--- src/rtl/stat_irq_pkg.sv ---
package stat_irq_pkg;
  localparam int OPER_W  = 6;
  localparam int QUES_W  = 3;
  localparam int CAUSE_W = OPER_W + QUES_W;

  // operation group bit positions
  localparam int OB_MEAS = 0;
  localparam int OB_SCAN = 1;
  localparam int OB_SCP  = 2;
  localparam int OB_HALF = 3;
  localparam int OB_DONE = 4;
  localparam int OB_ALG  = 5;
  // questionable group bit positions
  localparam int QB_EARLY = 0;
  localparam int QB_OVR   = 1;
  localparam int QB_VOLT  = 2;

  localparam logic [2:0] ADDR_OPER_COND = 3'd0;
  localparam logic [2:0] ADDR_OPER_EVT  = 3'd1;
  localparam logic [2:0] ADDR_OPER_EN   = 3'd2;
  localparam logic [2:0] ADDR_QUES_COND = 3'd4;
  localparam logic [2:0] ADDR_QUES_EVT  = 3'd5;
  localparam logic [2:0] ADDR_QUES_EN   = 3'd6;

  typedef struct packed {
    logic clrOperEvt;
    logic clrQuesEvt;
    logic ldOperEn;
    logic ldQuesEn;
    logic clrMasks;
    logic armed;
  } ctlStrobeT;
endpackage

--- src/rtl/stat_irq_ctl.sv ---
module stat_irq_ctl
  import stat_irq_pkg::*;
(
  input  logic       clk,
  input  logic       rstN,
  input  logic [2:0] regAddr,
  input  logic       regRd,
  input  logic       regWr,
  input  logic       presetIn,
  input  logic       opcArm,
  input  logic       doneEvtPending,
  input  logic       doneEvtSet,
  output ctlStrobeT  strobe,
  output logic       opcPosted
);
  logic armedQ;
  logic rdOperEvt;

  assign rdOperEvt = regRd && (regAddr == ADDR_OPER_EVT);

  // arm: set by opcArm, dropped by preset or by delivery of the event it enabled
  always_ff @(posedge clk) begin
    if (!rstN)                                armedQ <= 1'b0;
    else if (presetIn)                        armedQ <= 1'b0;
    else if (opcArm)                          armedQ <= 1'b1;
    else if (rdOperEvt && doneEvtPending)     armedQ <= 1'b0;
  end

  always_ff @(posedge clk) begin
    if (!rstN) opcPosted <= 1'b0;
    else       opcPosted <= armedQ && doneEvtSet;
  end

  always_comb begin
    strobe.clrOperEvt = rdOperEvt;
    strobe.clrQuesEvt = regRd && (regAddr == ADDR_QUES_EVT);
    strobe.ldOperEn   = regWr && (regAddr == ADDR_OPER_EN) && !presetIn;
    strobe.ldQuesEn   = regWr && (regAddr == ADDR_QUES_EN) && !presetIn;
    strobe.clrMasks   = presetIn;
    strobe.armed      = armedQ;
  end
endmodule

--- src/rtl/stat_irq_dp.sv ---
module stat_irq_dp
  import stat_irq_pkg::*;
#(
  parameter int DATA_W    = 8,
  parameter int CNT_W     = 17,
  parameter int HALF_MARK = 32768
) (
  input  logic               clk,
  input  logic               rstN,
  input  ctlStrobeT          strobe,
  input  logic [2:0]         regAddr,
  input  logic               regRd,
  input  logic [DATA_W-1:0]  regWdata,
  output logic [DATA_W-1:0]  regRdata,
  input  logic               trigIn,
  input  logic               trigReady,
  input  logic               fifoWr,
  input  logic               fifoFull,
  input  logic [CNT_W-1:0]   fifoCount,
  input  logic               scanDone,
  input  logic               scpTrig,
  input  logic               measStart,
  input  logic               measDone,
  input  logic               algIrq,
  input  logic               overVolt,
  output logic               operSum,
  output logic               quesSum,
  output logic               irqReq,
  output logic [CAUSE_W-1:0] irqCause,
  output logic               inputOpen,
  output logic               doneEvtPending,
  output logic               doneEvtSet,
  output logic [OPER_W-1:0]  operEvt,
  output logic [QUES_W-1:0]  quesEvt,
  output logic [DATA_W-1:0]  operEn,
  output logic [DATA_W-1:0]  quesEn
);
  localparam logic [CNT_W-1:0] MARK = CNT_W'(HALF_MARK);

  logic              measuring;
  logic              voltLatch;
  logic [OPER_W-1:0] operCond, operPrev, operSet, operGate;
  logic [QUES_W-1:0] quesCond, quesPrev, quesSet;

  always_ff @(posedge clk) begin
    if (!rstN)          measuring <= 1'b0;
    else if (measDone)  measuring <= 1'b0;
    else if (measStart) measuring <= 1'b1;
  end

  always_ff @(posedge clk) begin
    if (!rstN)         voltLatch <= 1'b0;
    else if (overVolt) voltLatch <= 1'b1;
  end
  assign inputOpen = voltLatch;

  always_comb begin
    operCond          = '0;
    operCond[OB_MEAS] = measuring;
    operCond[OB_SCAN] = scanDone;
    operCond[OB_SCP]  = scpTrig;
    operCond[OB_HALF] = (fifoCount >= MARK);
    operCond[OB_DONE] = measDone;
    operCond[OB_ALG]  = algIrq;
    quesCond           = '0;
    quesCond[QB_EARLY] = trigIn && !trigReady;
    quesCond[QB_OVR]   = fifoWr && fifoFull;
    quesCond[QB_VOLT]  = voltLatch;
  end

  always_ff @(posedge clk) begin
    if (!rstN) begin
      operPrev <= '0;
      quesPrev <= '0;
    end else begin
      operPrev <= operCond;
      quesPrev <= quesCond;
    end
  end

  assign operSet = operCond & ~operPrev;
  assign quesSet = quesCond & ~quesPrev;

  // per-bit event latches: a new edge beats a read-clear in the same cycle
  for (genvar i = 0; i < OPER_W; i++) begin : gOperEvt
    always_ff @(posedge clk) begin
      if (!rstN) operEvt[i] <= 1'b0;
      else       operEvt[i] <= operSet[i] | (operEvt[i] & ~strobe.clrOperEvt);
    end
  end
  for (genvar i = 0; i < QUES_W; i++) begin : gQuesEvt
    always_ff @(posedge clk) begin
      if (!rstN) quesEvt[i] <= 1'b0;
      else       quesEvt[i] <= quesSet[i] | (quesEvt[i] & ~strobe.clrQuesEvt);
    end
  end

  always_ff @(posedge clk) begin
    if (!rstN || strobe.clrMasks) begin
      operEn <= '0;
      quesEn <= '0;
    end else begin
      if (strobe.ldOperEn) operEn <= regWdata;
      if (strobe.ldQuesEn) quesEn <= regWdata;
    end
  end

  always_comb begin
    operGate          = operEn[OPER_W-1:0];
    operGate[OB_DONE] = operEn[OB_DONE] | strobe.armed;
  end

  assign operSum  = |(operEvt & operEn[OPER_W-1:0]);
  assign quesSum  = |(quesEvt & quesEn[QUES_W-1:0]);
  assign irqCause = {quesEvt & quesEn[QUES_W-1:0], operEvt & operGate};
  assign irqReq   = |irqCause;

  assign doneEvtPending = operEvt[OB_DONE];
  assign doneEvtSet     = operSet[OB_DONE];

  always_ff @(posedge clk) begin
    if (!rstN) regRdata <= '0;
    else if (regRd) begin
      case (regAddr)
        ADDR_OPER_COND: regRdata <= DATA_W'(operCond);
        ADDR_OPER_EVT:  regRdata <= DATA_W'(operEvt);
        ADDR_OPER_EN:   regRdata <= operEn;
        ADDR_QUES_COND: regRdata <= DATA_W'(quesCond);
        ADDR_QUES_EVT:  regRdata <= DATA_W'(quesEvt);
        ADDR_QUES_EN:   regRdata <= quesEn;
        default:        regRdata <= '0;
      endcase
    end else regRdata <= '0;
  end
endmodule

--- src/rtl/stat_irq_ctrl.sv ---
module stat_irq_ctrl
  import stat_irq_pkg::*;
#(
  parameter int DATA_W    = 8,
  parameter int CNT_W     = 17,
  parameter int HALF_MARK = 32768
) (
  input  logic               clk,
  input  logic               rstN,
  input  logic [2:0]         regAddr,
  input  logic               regRd,
  input  logic               regWr,
  input  logic [DATA_W-1:0]  regWdata,
  output logic [DATA_W-1:0]  regRdata,
  input  logic               presetIn,
  input  logic               opcArm,
  input  logic               trigIn,
  input  logic               trigReady,
  input  logic               fifoWr,
  input  logic               fifoFull,
  input  logic [CNT_W-1:0]   fifoCount,
  input  logic               scanDone,
  input  logic               scpTrig,
  input  logic               measStart,
  input  logic               measDone,
  input  logic               algIrq,
  input  logic               overVolt,
  output logic               operSum,
  output logic               quesSum,
  output logic               irqReq,
  output logic [CAUSE_W-1:0] irqCause,
  output logic               opcPosted,
  output logic               inputOpen
);
  ctlStrobeT         strobe;
  logic              doneEvtPending, doneEvtSet;
  logic [OPER_W-1:0] operEvt;
  logic [QUES_W-1:0] quesEvt;
  logic [DATA_W-1:0] operEn, quesEn;
  logic              armed;

  assign armed = strobe.armed;

  stat_irq_ctl uCtl (
    .clk(clk), .rstN(rstN), .regAddr(regAddr), .regRd(regRd), .regWr(regWr),
    .presetIn(presetIn), .opcArm(opcArm), .doneEvtPending(doneEvtPending),
    .doneEvtSet(doneEvtSet), .strobe(strobe), .opcPosted(opcPosted)
  );

  stat_irq_dp #(.DATA_W(DATA_W), .CNT_W(CNT_W), .HALF_MARK(HALF_MARK)) uDp (
    .clk(clk), .rstN(rstN), .strobe(strobe), .regAddr(regAddr), .regRd(regRd),
    .regWdata(regWdata), .regRdata(regRdata), .trigIn(trigIn), .trigReady(trigReady),
    .fifoWr(fifoWr), .fifoFull(fifoFull), .fifoCount(fifoCount), .scanDone(scanDone),
    .scpTrig(scpTrig), .measStart(measStart), .measDone(measDone), .algIrq(algIrq),
    .overVolt(overVolt), .operSum(operSum), .quesSum(quesSum), .irqReq(irqReq),
    .irqCause(irqCause), .inputOpen(inputOpen), .doneEvtPending(doneEvtPending),
    .doneEvtSet(doneEvtSet), .operEvt(operEvt), .quesEvt(quesEvt),
    .operEn(operEn), .quesEn(quesEn)
  );
endmodule

--- config.mk ---
export PLATFORM = sky130hd
export DESIGN_NAME = stat_irq_ctrl
export DESIGN_NICKNAME = d
export VERILOG_FILES = /design/src/rtl/stat_irq_pkg.sv /design/src/rtl/stat_irq_ctl.sv /design/src/rtl/stat_irq_dp.sv /design/src/rtl/stat_irq_ctrl.sv
export SDC_FILE = /design/constraint.sdc
export NUM_CORES = 1
export LEC_CHECK = 0
export BUFFER_PORTS_ARGS = -buffer_cell sky130_fd_sc_hd__buf_2
export CELL_PAD_IN_SITES_DETAIL_PLACEMENT = 1
export CELL_PAD_IN_SITES_GLOBAL_PLACEMENT = 1
export CORE_ASPECT_RATIO = 1.5
export CORE_MARGIN = 2
export CORE_UTILIZATION = 37
export DETAILED_ROUTE_END_ITERATION = 8
export PLACE_DENSITY = 0.75
export SYNTH_ARGS = -nofsm -noshare
export SYNTH_HDL_FRONTEND = slang
export SYNTH_HIERARCHICAL = 1
export SYNTH_SLANG_ARGS = --single-unit
export TNS_END_PERCENT = 5
--- constraint.sdc ---
create_clock -name clk -period 1.65 [get_ports clk]
set_input_delay 0.2475 -clock clk [delete_from_list [all_inputs] [get_ports clk]]
set_output_delay 0.2475 -clock clk [all_outputs]
set_load 0.05 [all_outputs]
# Word-level counts from Yosys, hierarchy flattened

Cells that the tools add are included.

Register bits after elaboration: 46
Bits of input ports: 44
Output and inout port bits: 22

Magnitude comparators: 1
Eq/ne operators: 5
Multiplexer cells: 3
Bitwise logic cells: 29
Reductions and logical operators: 22

Operator list:

| cell                   | count |
|---|---|
| $pmux W8 S6            | 1 |
| $and A6 B6 Y6          | 3 |
| $ge A17 B16 Y1 const B | 1 |
| $logic_and A1 B1 Y1    | 10 |
| $or A1 B1 Y1           | 10 |
| $and A1 B1 Y1          | 9 |
| $eq A3 B3 Y1 const B   | 3 |
| $reduce_or A9 Y1       | 1 |
| $and A3 B3 Y3          | 2 |
| $not A6 Y6             | 1 |
| $reduce_or A6 Y1       | 1 |
| $reduce_or A2 Y1       | 2 |
| $eq A3 B1 Y1 const B   | 1 |
| $eq A3 B2 Y1 const B   | 1 |
| $logic_not A1 Y1       | 3 |
| $logic_not A3 Y1       | 1 |
| $not A1 Y1             | 3 |
| $not A3 Y3             | 1 |
| $reduce_or A3 Y1       | 1 |
| $mux W1                | 2 |
| $reduce_and A2 Y1      | 1 |
| $reduce_bool A2 Y1     | 1 |
| $logic_or A1 B1 Y1     | 1 |

# Longest topological paths before layout

Gate-level depths: netlist of run 1.

Depth after elaboration: 5
Gate-level depth with buffers: 5
Depth with buffers taken out: 4

# Hierarchy

Netlist of run 1, hierarchy kept.

Modules (own cells, without submodules):

| module       | instances | cells each | area an instance (µm²) |
|---|---|---|---|
| stat_irq_dp  | 1         | 191        | 1861.8 |
| stat_irq_ctl | 1         | 17         | 141.4 |

# Worst setup path before layout of run 1

Ideal clock, no wire load.

Path type: register -> output
Start point: register uDp.operEvt[0]
End point: output port irqReq
Arrival time: 1.960 ns
Setup slack: -0.558 ns
Stages on the path, launching flop included: 4
Path buffers: 0
Cells stage by stage: dfxtp_1 > and2_0 > or4_4 > a211o_1

Cells in the longest elaborated chain, start to end: 2

Ends and longest elaborated chain:

| item                             | line                | text |
|---|---|---|
| start: declaration               | stat_irq_dp.sv:33   | `output logic [OPER_W-1:0] operEvt,` |
| start signal: indexed assignment | stat_irq_dp.sv:88   | `else operEvt[i] <= operSet[i] \| (operEvt[i] & ~strobe.clrOperEvt);` |
| $and A6 B6 Y6                    | stat_irq_dp.sv:115  | `assign irqCause = {quesEvt & quesEn[QUES_W-1:0], operEvt & operGate};` |
| named net irqCause[0]            | stat_irq_ctrl.sv:31 | `output logic [CAUSE_W-1:0] irqCause,` |
| $reduce_or A9 Y1                 | stat_irq_dp.sv:116  | `assign irqReq = \|irqCause;` |
| end: declaration                 | stat_irq_ctrl.sv:30 | `output logic irqReq,` |

The timed path passes the listed nets, and every way through them passes these cells.

# Worst setup path after layout of run 1

Start point: register uDp.operEn[4]
End point: output port irqReq

Cells in the longest elaborated chain, start to end: 3

Ends and longest elaborated chain:

| item                     | line               | text |
|---|---|---|
| start: declaration       | stat_irq_dp.sv:35  | `output logic [DATA_W-1:0] operEn,` |
| start signal: assignment | stat_irq_dp.sv:103 | `if (strobe.ldOperEn) operEn <= regWdata;` |
| $or A1 B1 Y1             | stat_irq_dp.sv:110 | `operGate[OB_DONE] = operEn[OB_DONE] \| strobe.armed;` |
| $and A6 B6 Y6            | stat_irq_dp.sv:115 |  |
| $reduce_or A9 Y1         | stat_irq_dp.sv:116 |  |

Every way passes these cells.

==> results.md, run 1 <==
- Status: finished, violations left
- Failing checks: negative setup slack
- Vias in the first global route: 1834
- Non-filler cells in the finished layout: 347
- Largest net degree at the start of global routing: 23
- Metal-1 WL: around 2300 um
- CTS tree: done
- Min cycle time layout: 2.08 ns
- Routed wl met2: 2940 um
- Final WS setup: -0.426 ns
- Root Driver: clkbuf_8
- Slowest CP cell: or4_4
- Worst r2r src: uDp/operEn[2]
- Via count: 1726
- CP bufs+invs: 1
- 1st-iter DRT viols: 58
- DP Cell Count: around 340
- Final Util: approximately 51%
- Mapped Cells: 207
- CORE AREA: roughly 5200 sq um
- Diode count: 0
- # setup viols final: 3
- Worst Path Required: about 1.4 ns
- Number of port buffers: 50
- Slew HR: 73.9%
- Hold Path Cell Cnt: 2
- Combinational Power Share: around an eighth
- Avg WL per Cell: 15.9 um
- Least-Margin Pin Slew: between 0.3 and 0.4 ns
- Post-route DRC: 0
- Crit path depth: 4
- Skew final: 0.00615 ns
- Uppermost layer routed: met4
- Die ar.: 6010 sq um
- Critical path fanouts, max: 2
- CP Capture Type: output pin
- Initial Util: 38.6%
- Power Total: 0.00226 W
- HPWL Detailed: 4150 um
- Clock transition at the registers of the reported paths: 0.08 ns
- Post-CTS setup buffer count: 0
- Crit-path cells: a22o_1 > or4_4 > a211o_4 > buf_8
- Clk sinks: 46
- WL met3: 225 um
- Psw: about 0.00055 W
- Final hold vios: 0
- Via-to-Cell Ratio: 4.97
- Total wire length: 5530 um
- H-tree depth: 2
- Drt pass-1 iters: 4
- Int Power: 0.00172 W
- Crit-path max cell delay: between 0.5 and 0.6 ns
- Reg2Reg Depth: 4
- Power share of the sequential group: 51.5%
- CTS max path bufs: 2
- CTS Buf Count: 5
- Mapped Area: 2000 sq um
- YS warnings: 6
- Die width: 64.0 um
- Max Cap Violations: 0
- Clock network power share: between 30% and 40%
- Leak: 1.18 nW
- Worst Path Arrival: 1.83 ns
- Fillers: 623
- Delay-heaviest family, CP: simple AND/OR/NAND/NOR gates
- Commonest cells after routing, fill and taps aside: 48 x buf_2, 44 x dfxtp_1, 28 x buf_4
- Multi-input gate area: approximately 960 sq um
- First-pass GRT wire length: approximately 9000 um
- Antenna-violating nets left: 0
- Io pins: between 60 and 70
- Layout cells sized above 1: between 30% and 40%
- GR Overflow Total: 0
- Hold Path Sink: uDp/inputOpen
- Power Density: 864 nW/um^2
- Startpoint types: flip-flop
- Rows: 32
- Die Y-Extent: roughly 94 um
- Switching share of power: 24.2%
- GP Congestion: 0.796
- Min-delay src: overVolt
- Worst skew pair latency: 0.30 ns
- Worst setup path class: reg -> out
- All-Layer GR Usage: about 20%
- Min-delay worst type: in -> reg
- Final Cycle Share: 126%
- Layout Nets: 322
- Initial antenna violation count: 0
- Unrepaired setup endpoints after global routing: true
- Max Transition Viols Final: 0
- Peak VDD IR: ~0.00053 V
- Mean Syn Cell Area: 9.64 sq um
- Synth Net Count: 251
- Most common cell after layout, fill and taps aside: buf_2
- Fmax: about 480 MHz
- FF/Latch Area: slightly above 900 sq um
- RR Endpoint: uDp/regRdata[2]
- R2R Setup Slk: 0.37 ns
- Area added between synthesis and finish: 31.2%
==> per-stage QoR <==
step                      TNS, ns  hold slack, ns  cell area (sq um)  setup WS [ns]
after floorplan            -0.154           0.324               2020         -0.154
after global placement     -0.118           0.444               2490         -0.118
after detailed placement   -0.146           0.448               2490         -0.146
after CTS                  -0.649           0.134               2620         -0.421
after global routing       -0.746           0.141               2620         -0.459
final                      -0.646           0.139               2620         -0.426
==> metal layers <==
layer	vias to the layer above	track usage, %
met3	8	3.72
met5	-	0
met4	0	8.51
met1	826	21.3
li1	843	-
met2	49	36.9
==> sequential cells by signal, summed over array words and instances (netlist names), 3 cells and up <==
register,count
uDp/quesEn,8
uDp/operEn,8
uDp/quesEvt,3
uDp/operPrev,6
uDp/regRdata,8
uDp/operEvt,5
uDp/quesPrev,3
==> power groups by stage <==
| stage | logic, W | clock network [W] | registers (W) |
|---|---|---|---|
| finish | 0.000272 | 0.000825 | 0.00117 |
| global route | 0.000296 | 0.000908 | 0.00117 |
| CTS | 0.000274 | 0.000853 | 0.00117 |
| detailed placement | 0.000270 | 0 | 0.00119 |
| global placement | 0.000263 | 0 | 0.00119 |
| floorplan | 0.000135 | 0 | 0.00121 |
==> worst reg2reg max path, cell delays in order (launching register included) <==
cell and delay, ns:
dfxtp_1 0.34, buf_4 0.12, mux4_2 0.21, or3b_2 0.43, o31ai_1 0.09
==> how the worst max path moves through the flow <==
stage / start / to / slack, ns
floorplan: uDp/doneEvtPending / irqReq / -0.15
global placement: uDp/operEn[4] / irqReq / -0.12
detailed placement: uDp/operEn[4] / irqReq / -0.15
CTS: uDp/operEn[4] / irqReq / -0.42
global route: uDp/operEn[4] / irqReq / -0.46
finish: uDp/operEn[4] / irqReq / -0.43
==> what timing repair did <==
action / CTS / global route
hold buffers: 0 / 0
gates resized for setup: 5 / 0
setup endpoints to repair: 3 / 3
pin swaps: 1 / 0
==> area by class of cell <==
type                            count  area share [%]
Clock buffer                        5            2.63
Clock inverter                      3            1.53
Inverter                           16            2.29
Multi-Input combinational cell    131            36.8
Sequential cell                    46            35.3
Tap cell                           68            3.25
Timing Repair Buffer               78            18.2
No activity file was read; power rests on OpenSTA's default activity.
==> run 2, diff against run 1 <==
- CORE_MARGIN: 2 -> 10
- REMOVE_ABC_BUFFERS: not set -> 1
==> run 2 against run 1 <==
  * The run still ends with negative setup slack left
  * Critical path depth stayed put
  * Clock-buffer cell count stayed put
  * Global-route usage is 5.9 points lower
  * Hold slack worse by 0.0045 ns
  * Critical path type unchanged
==> results.md, run 2 (synthesized netlist as in run 1, its figures left out) <==
- Peak VDD IR: 0.000546 V
- Root Driver: clkbuf_8
- Setup TNS: -0.521 ns
- Pre-CTS setup slack: -0.105 ns
- Post-route DRC: 0
- Worst r2r src: uDp/operEn[2]
- Die ar.: 8790 sq um
- Max Cap Violations: 0
- Clk sinks: 46
- Die Y-Extent: 110 um
- Skew final: 0.00483 ns
- GR Overflow Total: 0
- HPWL Detailed: approximately 4500 um
- Layout cells sized above 1: 34.7%
- CTS Buf Count: 5
- Drt pass-1 iters: 4
- Number of port buffers: 50
- Worst Path Arrival: 1.76 ns
- Antenna-violating nets left: 0
- Initial Util: 38.3%
- GP Congestion: 0.801
- Leak: approximately 1.1 nW
- Top Registers: uDp/operEn x8, uDp/quesEn x8, uDp/regRdata x8
- Reg2Reg Depth: 4
- Critical path fanouts, max: 2
- Final instance area: 2550 sq um
- Via-to-Cell Ratio: ~5.0
- Clock transition at the registers of the reported paths: around 0.09 ns
- Rows: 32
- R2R Setup Slk: 0.35 ns
- Vias in the first global route: 1926
- Least-Margin Pin Slew: 0.412 ns
- CTS tree: done
- # setup viols final: 2
- CORE AREA: ~5200 sq um
- Worst Path Required: 1.40 ns
- Final WS setup: -0.355 ns
- Min cycle time layout: 2.00 ns
- Hold Path Cell Cnt: 2
- Slew HR: 71.8%
- Unrepaired setup endpoints after global routing: true
- Layout Nets: 317
- Area after DPL: roughly 2400 sq um
- Via count: 1699
- CTS max path bufs: 2
- Hold Path Sink: uDp/inputOpen
- Status: finished, violations left
- H-tree depth: 2
- Initial antenna violation count: 0
- Fillers: 646
- Worst setup path class: reg -> out
- Power Density: 842 nW/um^2
- Final Cycle Share: 122%
- Startpoint types: flip-flop
- Max Transition Viols Final: 0
- Commonest cells after routing, fill and taps aside: 48 x buf_2, 41 x dfxtp_1, 26 x mux2i_1
- Min-delay worst type: in -> reg
- Post-CTS setup buffer count: 0
- Worst skew pair latency: 0.30 ns
- Die width: 80.0 um
- All-Layer GR Usage: 13.9%
- Largest net degree at the start of global routing: 23
- Area added between synthesis and finish: 27.9%
- RR Endpoint: uDp/regRdata[2]
- Diode count: 0
- Io pins: 66
- Most common cell after layout, fill and taps aside: buf_2
- Total wire length: 5780 um
- Final hold vios: 0
- Avg WL per Cell: between 15 and 20 um
- Failing checks: negative setup slack
- First-pass GRT wire length: 9620 um
- CP Capture Type: output pin
- 1st-iter DRT viols: 51
- Power Total: 0.00215 W
- Fmax: 499 MHz
- Min-delay src: overVolt
run 2: changes by cell type in the layout (fill, tap and decap cells not counted), moves of 2 or more:
cell	before	now
and2_1	16	18
and2_2	4	1
buf_4	28	23
dfxtp_2	2	5
clkinv_2	2	0
dfxtp_1	44	41
run 2: final cells by class:
class | instances | area, sq um | share of cell area, %
Clock buffer | 5 | 68.8 | 2.70
Clock inverter | 3 | 25.0 | 0.980
Inverter | 16 | 60.1 | 2.35
Multi-Input combinational cell | 131 | 951 | 37.3
Sequential cell | 46 | 927 | 36.3
Tap cell | 68 | 85.1 | 3.33
Timing Repair Buffer | 73 | 435 | 17.1
run 2: worst max-delay path: stages, from the launching register on:
cell and delay, ns:
dfxtp_2 0.34, a22o_1 0.22, or4_4 0.48, a211o_1 0.26
buf_6 0.16
run 2: worst max-delay path by stage:
stage / from / end / depth (start not counted)
2_1_floorplan: uDp/operEvt[0] / irqReq / 3
3_3_place_gp: uDp/operEvt[2] / irqReq / 4
3_5_place_dp: uDp/operEvt[2] / irqReq / 4
4_1_cts: uDp/doneEvtPending / irqReq / 4
5_1_grt: uDp/doneEvtPending / irqReq / 4
6_report: uDp/doneEvtPending / irqReq / 4
run 2: per-stage QoR:
stage	utilization, %	hold slack [ns]	cells
global placement	46.7	0.443	334
CTS	49.0	0.132	342
floorplan	-	0.324	193
detailed placement	46.7	0.453	334
global route	49.0	0.155	342
finish	49.0	0.135	342
run 2: repair_timing:
action,in CTS,in global routing
gates resized for setup,9,2
cloned,0,0
endpoints found under the setup margin,3,3
hold buffers,0,0
hold endpoints to repair,0,0
pin swaps,3,0
run 2: power by group:
group | switching [W] | internal, W
combinational | 0.000146 | 0.000118
sequential | 0.0000205 | 0.00115
clock | 0.000411 | 0.000306
total | 0.000578 | 0.00157
run 2: layer usage:
layer	vias to the layer above	wire length (um)	global-route usage, %
li1	833	-	-
met1	811	2310	14.5
met2	44	3090	25.6
met3	11	267	3.51
met4	0	115	5.56
met5	-	0	0
